$ cat config.mk
export PLATFORM = sky130hd
export DESIGN_NAME = spi_irq_aggr
export DESIGN_NICKNAME = d
export VERILOG_FILES = /design/src/rtl/spi_irq_pkg.sv /design/src/rtl/spi_wm_hyst.sv /design/src/rtl/spi_word_cnt.sv /design/src/rtl/spi_err_det.sv /design/src/rtl/spi_irq_aggr.sv
export SDC_FILE = /design/constraint.sdc
export NUM_CORES = 1
export LEC_CHECK = 0
export BUFFER_PORTS_ARGS = -buffer_cell sky130_fd_sc_hd__buf_2
export CORE_MARGIN = 2
export CORE_UTILIZATION = 45
export CTS_CLUSTER_SIZE = 14
export DETAILED_ROUTE_END_ITERATION = 10
export PLACE_DENSITY_LB_ADDON = 0.2
export SYNTH_ARGS = -nofsm -noshare
export SYNTH_HDL_FRONTEND = slang
export SYNTH_SLANG_ARGS = --single-unit
$ cat constraint.sdc
create_clock -name clk -period 2.2 [get_ports clk]
set_clock_uncertainty 0.15 [all_clocks]
set_input_delay 0.44 -clock clk [delete_from_list [all_inputs] [get_ports clk]]
set_output_delay 0.44 -clock clk [all_outputs]
set_load 0.01 [all_outputs]
$ cat src/rtl/spi_irq_pkg.sv
package spi_irq_pkg;
    localparam int NSRC  = 8;
    localparam int B_RXU = 0;
    localparam int B_TXU = 1;
    localparam int B_TXS = 2;
    localparam int B_RXS = 3;
    localparam int B_TXF = 4;
    localparam int B_RXF = 5;
    localparam int B_MF  = 6;
    localparam int B_TUR = 7;

    typedef struct packed {
        logic tur;
        logic mf;
        logic rx_fin;
        logic tx_fin;
        logic rx_start;
        logic tx_start;
    } evt_t;

    function automatic logic hyst_next(input logic cur, input logic set_c, input logic clr_c);
        if (set_c)      return 1'b1;
        else if (clr_c) return 1'b0;
        else            return cur;
    endfunction
endpackage

$ cat src/rtl/spi_wm_hyst.sv
module spi_wm_hyst #(
    parameter int LVL_W = 5,
    parameter bit DRAIN = 1'b0
) (
    input  logic             clk,
    input  logic             rst,
    input  logic [LVL_W-1:0] level,
    input  logic [LVL_W-1:0] urg_wm,
    input  logic [LVL_W-1:0] reg_wm,
    output logic             urgent
);
    import spi_irq_pkg::*;

    logic breach, relax;

    generate
        if (DRAIN) begin : g_drain
            assign breach = level < urg_wm;
            assign relax  = level >= reg_wm;
        end else begin : g_fill
            assign breach = level > urg_wm;
            assign relax  = level <= reg_wm;
        end
    endgenerate

    always_ff @(posedge clk) begin
        if (rst) urgent <= 1'b0;
        else     urgent <= hyst_next(urgent, breach, relax);
    end


    rise_on_cross_chk: assert property (@(posedge clk) disable iff (rst)
        $rose(urgent) |-> (DRAIN ? ($past(level) < $past(urg_wm)) : ($past(level) > $past(urg_wm))));

    fall_on_release_chk: assert property (@(posedge clk) disable iff (rst)
        $fell(urgent) |-> (DRAIN ? ($past(level) >= $past(reg_wm)) : ($past(level) <= $past(reg_wm))));
endmodule

$ cat src/rtl/spi_word_cnt.sv
module spi_word_cnt #(
    parameter int CNT_W = 16
) (
    input  logic             clk,
    input  logic             rst,
    input  logic [CNT_W-1:0] reload,
    input  logic             load,
    input  logic             dec,
    output logic             start_evt,
    output logic             fin_evt
);
    localparam logic [CNT_W-1:0] ONE = CNT_W'(1);

    logic [CNT_W-1:0] cnt;

    assign start_evt = load;
    assign fin_evt   = !load && dec && (cnt == ONE);

    always_ff @(posedge clk) begin
        if (rst)
            cnt <= '0;
        else if (load)
            cnt <= reload;
        else if (dec && (cnt != '0))
            cnt <= cnt - ONE;
    end


    finish_reaches_zero_chk: assert property (@(posedge clk) disable iff (rst)
        fin_evt |=> (cnt == '0));

    zero_dec_hold_chk: assert property (@(posedge clk) disable iff (rst)
        (dec && !load && (cnt == '0)) |=> ((cnt == '0) && !fin_evt || load));
endmodule

$ cat src/rtl/spi_err_det.sv
module spi_err_det #(
    parameter int LVL_W = 5
) (
    input  logic             clk,
    input  logic             rst,
    input  logic             master_mode,
    input  logic             tx_initiate,
    input  logic             ss_n_in,
    input  logic             xfer_start,
    input  logic [LVL_W-1:0] tx_level,
    input  logic             rx_en,
    input  logic             tx_en,
    output logic             mf_evt,
    output logic             tur_evt
);
    logic ss_s1, ss_s2;

    always_ff @(posedge clk) begin
        if (rst) begin
            ss_s1 <= 1'b1;
            ss_s2 <= 1'b1;
        end else begin
            ss_s1 <= ss_n_in;
            ss_s2 <= ss_s1;
        end
    end

    assign mf_evt  = master_mode && !ss_s2 && (rx_en || tx_en);
    assign tur_evt = xfer_start && tx_en && (tx_level == '0) && !(master_mode && tx_initiate);


    mf_needs_low_ss_chk: assert property (@(posedge clk) disable iff (rst)
        mf_evt |-> ($past(ss_n_in, 2) == 1'b0));
endmodule

$ cat src/rtl/spi_irq_aggr.sv
module spi_irq_aggr #(
    parameter int FIFO_DEPTH = 16,
    parameter int CNT_W      = 16,
    localparam int LVL_W     = $clog2(FIFO_DEPTH + 1)
) (
    input  logic             clk,
    input  logic             rst,
    input  logic [LVL_W-1:0] rx_level,
    input  logic [LVL_W-1:0] tx_level,
    input  logic [LVL_W-1:0] rx_urg_wm,
    input  logic [LVL_W-1:0] rx_reg_wm,
    input  logic [LVL_W-1:0] tx_urg_wm,
    input  logic [LVL_W-1:0] tx_reg_wm,
    input  logic [CNT_W-1:0] rx_reload,
    input  logic [CNT_W-1:0] tx_reload,
    input  logic             rx_load,
    input  logic             tx_load,
    input  logic             rx_dec,
    input  logic             tx_dec,
    input  logic             master_mode,
    input  logic             tx_initiate,
    input  logic             ss_n_in,
    input  logic             xfer_start,
    input  logic             rx_en,
    input  logic             tx_en,
    input  logic             rx_dma,
    input  logic             tx_dma,
    input  logic [7:0]       mask,
    input  logic [7:0]       status_clr,
    output logic [7:0]       status,
    output logic             irq_status,
    output logic             irq_error,
    output logic             rx_dma_req,
    output logic             tx_dma_req
);
    import spi_irq_pkg::*;

    localparam int NSTICKY = NSRC - 2;

    logic rx_urg, tx_urg;
    evt_t ev;
    logic [NSTICKY-1:0] sticky_q;
    logic [NSTICKY-1:0] ev_vec;
    logic [5:0] stat_src;

    spi_wm_hyst #(.LVL_W(LVL_W), .DRAIN(1'b0)) u_rx_wm (
        .clk(clk), .rst(rst), .level(rx_level),
        .urg_wm(rx_urg_wm), .reg_wm(rx_reg_wm), .urgent(rx_urg));

    spi_wm_hyst #(.LVL_W(LVL_W), .DRAIN(1'b1)) u_tx_wm (
        .clk(clk), .rst(rst), .level(tx_level),
        .urg_wm(tx_urg_wm), .reg_wm(tx_reg_wm), .urgent(tx_urg));

    spi_word_cnt #(.CNT_W(CNT_W)) u_tx_cnt (
        .clk(clk), .rst(rst), .reload(tx_reload), .load(tx_load),
        .dec(tx_dec), .start_evt(ev.tx_start), .fin_evt(ev.tx_fin));

    spi_word_cnt #(.CNT_W(CNT_W)) u_rx_cnt (
        .clk(clk), .rst(rst), .reload(rx_reload), .load(rx_load),
        .dec(rx_dec), .start_evt(ev.rx_start), .fin_evt(ev.rx_fin));

    spi_err_det #(.LVL_W(LVL_W)) u_err (
        .clk(clk), .rst(rst), .master_mode(master_mode), .tx_initiate(tx_initiate),
        .ss_n_in(ss_n_in), .xfer_start(xfer_start), .tx_level(tx_level),
        .rx_en(rx_en), .tx_en(tx_en), .mf_evt(ev.mf), .tur_evt(ev.tur));

    assign ev_vec = ev;

    always_ff @(posedge clk) begin
        if (rst) begin
            sticky_q <= '0;
        end else begin
            for (int i = 0; i < NSTICKY; i++)
                sticky_q[i] <= (sticky_q[i] && !status_clr[i+2]) || ev_vec[i];
        end
    end

    assign status   = {sticky_q, tx_urg, rx_urg};
    assign stat_src = {status[B_RXF:B_TXS], tx_urg && !tx_dma, rx_urg && !rx_dma};

    assign irq_status = |(stat_src & ~mask[5:0]);
    assign irq_error  = |(status[B_TUR:B_MF] & ~mask[B_TUR:B_MF]);
    assign rx_dma_req = rx_urg && rx_dma;
    assign tx_dma_req = tx_urg && tx_dma;


    irq_err_source_chk: assert property (@(posedge clk) disable iff (rst)
        irq_error |-> (status[B_MF] || status[B_TUR]));

    no_tur_master_init_chk: assert property (@(posedge clk) disable iff (rst)
        $rose(status[B_TUR]) |-> !($past(master_mode) && $past(tx_initiate)));

    w1c_clears_chk: assert property (@(posedge clk) disable iff (rst)
        (status_clr[B_TXS] && !tx_load) |=> !status[B_TXS]);

    wm_not_clearable_chk: assert property (@(posedge clk) disable iff (rst)
        (status_clr[B_RXU] && status_clr[B_TXU] && status[B_RXU] && (rx_level > rx_urg_wm)) |=> status[B_RXU]);

    dma_req_gated_chk: assert property (@(posedge clk) disable iff (rst)
        (rx_dma_req || tx_dma_req) |-> (rx_dma || tx_dma));
endmodule

==> metrics.cfg <==
[outcome]
status = finished clean

[cts]
cts_tree = yes
insertion_delay_ns = 0.29
cts.sink_count = 42
numCtsBuffers = 5
path_clk_slew_ns = 0.08
clockRootBuffer = clkbuf_8
htreeDepth = 2
clockBufferDepth = 2

[global_route]
overflow = 0
met2_usage = 0.3476
grt_max_degree = 33
grt_pass1_wl_mm = 11.72
first_global_vias = 2718
grtUsageTotal = 0.1976
grtUsageMet3 = 0.03858
top_usage_layer = met2
grt_use_met1 = 0.2473
antenna_found_initial = 0

[setup_path]
critPathBufInv = 0
endpoint_kind = flop
r2r-end = u_rx_cnt.cnt[13]
worstPathMaxFanout = 6
critical_path_required_ns = 2.28
worstSetupPathDepth = 6
critical_path_class = flop to flop
reg2reg_depth = 6
crit-reg2reg-launch = u_rx_cnt.cnt[4]
crit_chain = or4_4 > or3_4 > nor4_2 > xor2_1 > nand2_1 > a21oi_2
critical_path.top_delay_family = simple AND/OR/NAND/NOR gates
cpMaxStageDelayCell = or4_4
ff2ff_setup_slack_ns = 0.11
slowest_delay_ns = 0.57
start_kind = flop
worstPathArrival_ns = 2.17

[route]
drt_iter0_drc = 73
ant_nets = 0
num_vias = 2829
vias_per_cell = 5.144
drcViolationCount = 0
routed_wl_mm = 6.619
wire_per_inst_um = 12.03
dr.pass1.iters = 4

[synth]
synthDistinctLibCells = 55
ys_seq_elements = 42
ys_seq_area_frac = 0.2932
netlist.area_leader.share = 0.2932
synthTopCellsByArea = dfxtp_1 29%, ha_1 10%, mux2i_1 5.9%
synth_flop_cell = dfxtp_1
avgSynthCellArea_um2 = 7.878
synthCells = 364
synth_area_leader_cell = dfxtp_1
syn_area_um2 = 2868
synth_edf_count = 0
ys_warn_count = 0
async_reset_ff_frac = 0
synth_nets = 479

[sta]
min_period_ns = 2.091
setup_ws_ns = 0.1090
hold_ws_ns = 0.1836
tns_ns = 0
finalSetupViolations = 0
slew-limit-headroom = 0.6461
finalHoldViolations = 0
fmax_mhz = 478.2
tightest_slew_ns = 0.5308
min_period_over_period = 0.9505
slew_viol_final = 0

[hold_path]
worstHoldEndpoint = u_err.ss_s1
min_path_cells = 2
worstHoldStart = ss_n_in
hold_class = primary input to flop

[finish]
n_fill_cell = 591
final_util = 0.5826
area_growth_syn_to_layout_pct = 26.79
final_layout_size_suffix_gt1_frac = 0.2896
final_nets = 587
n_antenna_cell = 0

[pwr]
p_per_area_nw_per_um2 = 561.7
ir_drop_v = 0.0004290
leakagePower_nw = 1.796

[run]
cap_viol_max_count = 0

[placed_design]
pre_cts_ws_ns = 0.07848
gp_congestion = 0.7872
dp_hpwl_mm = 5.169
portBuffers = 101

[floorplanning]
die_y_um = 83.83
core_um2 = 6241
dieArea_um2 = 7027
chipWidth_um = 83.83
fp-row-count = 29
start_util = 0.4595
io_pins = 104

[how the worst max path moves through the flow]
stage / start / end / slack, ns
floorplan: u_rx_cnt.cnt[0] / u_rx_cnt.cnt[9] / 0.09
global placement: u_rx_cnt.cnt[0] / u_rx_cnt.cnt[9] / 0.11
detailed placement: u_rx_cnt.cnt[0] / u_rx_cnt.cnt[11] / 0.08
CTS: u_rx_cnt.cnt[0] / u_rx_cnt.cnt[9] / 0.06
global route: u_tx_cnt.cnt[6] / u_tx_cnt.cnt[0] / -0.0005
finish: u_rx_cnt.cnt[4] / u_rx_cnt.cnt[13] / 0.11
[placed cells by master, fill, tap and decap left out, drive strengths merged, types with 3 or more instances in the layout]
cell and count:
ha 23, xnor2 5, clkbuf 7, nor4 9, and2 4, nand2 27, or2 3, dfxtp 42
buf 115, xor2 11, a21o 4, mux2i 17, o22ai 3, nor3 15, nand4 6, nand2b 6
inv 37, a21oi 29, nand3 11, nor2b 8, o21ai 13, a211oi 6, or3 4, nor2 39
[stage by stage]
stage	instance area (µm²)	power, mW	std cells
floorplan	2868	1.250	364
global placement	3508	1.438	540
detailed placement	3508	1.450	540
CTS	3615	2.049	548
global route	3636	2.183	550
finish	3636	2.042	550
[registers in the layout (all words and copies together), names as in the netlist]
| register | cells |
|---|---|
| u_err.ss_s1 | 1 |
| u_rx_wm.urgent | 1 |
| u_tx_cnt.cnt | 16 |
| u_err.ss_s2 | 1 |
| u_rx_cnt.cnt | 16 |
| u_tx_wm.urgent | 1 |
| sticky_q | 6 |
[where the power goes]
part | internal (mW) | switching [mW] | total, mW
clock network | 0.340 | 0.254 | 0.593
registers | 0.815 | 0.0622 | 0.878
logic | 0.290 | 0.281 | 0.572
[layer usage]
layer,up-vias,routed length (µm)
met5,-,0
met4,0,73
met3,7,383
met2,78,3008
met1,1257,3153
li1,1487,-
[synth_stat cells, types with 2 or more instances]
cell type / number
or3_1: 3
nor4_2: 3
nor2_1: 39
o22ai_1: 3
nor4_1: 5
clkbuf_1: 9
nor3_1: 14
o21ai_0: 12
nand3_1: 11
buf_1: 2
xnor2_1: 5
ha_1: 23
dfxtp_1: 42
o211ai_1: 2
a221oi_1: 2
a21oi_1: 28
xor2_1: 11
inv_1: 37
a211o_1: 2
a21o_1: 4
nand2b_1: 6
buf_4: 3
and3_1: 2
mux2i_1: 17
nor2b_1: 8
nand2_1: 27
nand4_1: 6
a211oi_1: 6
or2_2: 3
and2_1: 4
[cell type report]
cell class / count / area [µm²] / share of cell area
inverters: 37 / 138.9 / 0.03820
clock inverters: 1 / 30.03 / 0.008259
clock buffers: 7 / 76.32 / 0.02099
multi-input cells: 271 / 1831 / 0.5034
flip-flops and latches: 42 / 840.8 / 0.2312
repair buffers: 115 / 623.1 / 0.1714
well taps: 77 / 96.34 / 0.02650
[what timing repair did]
action | 4_1_cts | 5_1_grt
hold buffers | 0 | 0
resized for setup | 0 | 2
endpoints found under the setup margin | 0 | 5
buffers inserted | 0 | 2
[kinds of logic (layout without fill, tap and decap cells)]
kind of cell,Yosys count,after routing,synth area share
AO/OA/AOI/OAI,71,71,0.1531
XOR/XNOR,16,16,0.04886
adder cells (fa/ha/maj),23,23,0.1004
buffers and inverters,51,160,0.07068
flip-flops,42,42,0.2932
multiplexers,18,18,0.06326
AND/OR/NAND/NOR,143,143,0.2705
Note: power is estimated with default switching activity, not from simulation.
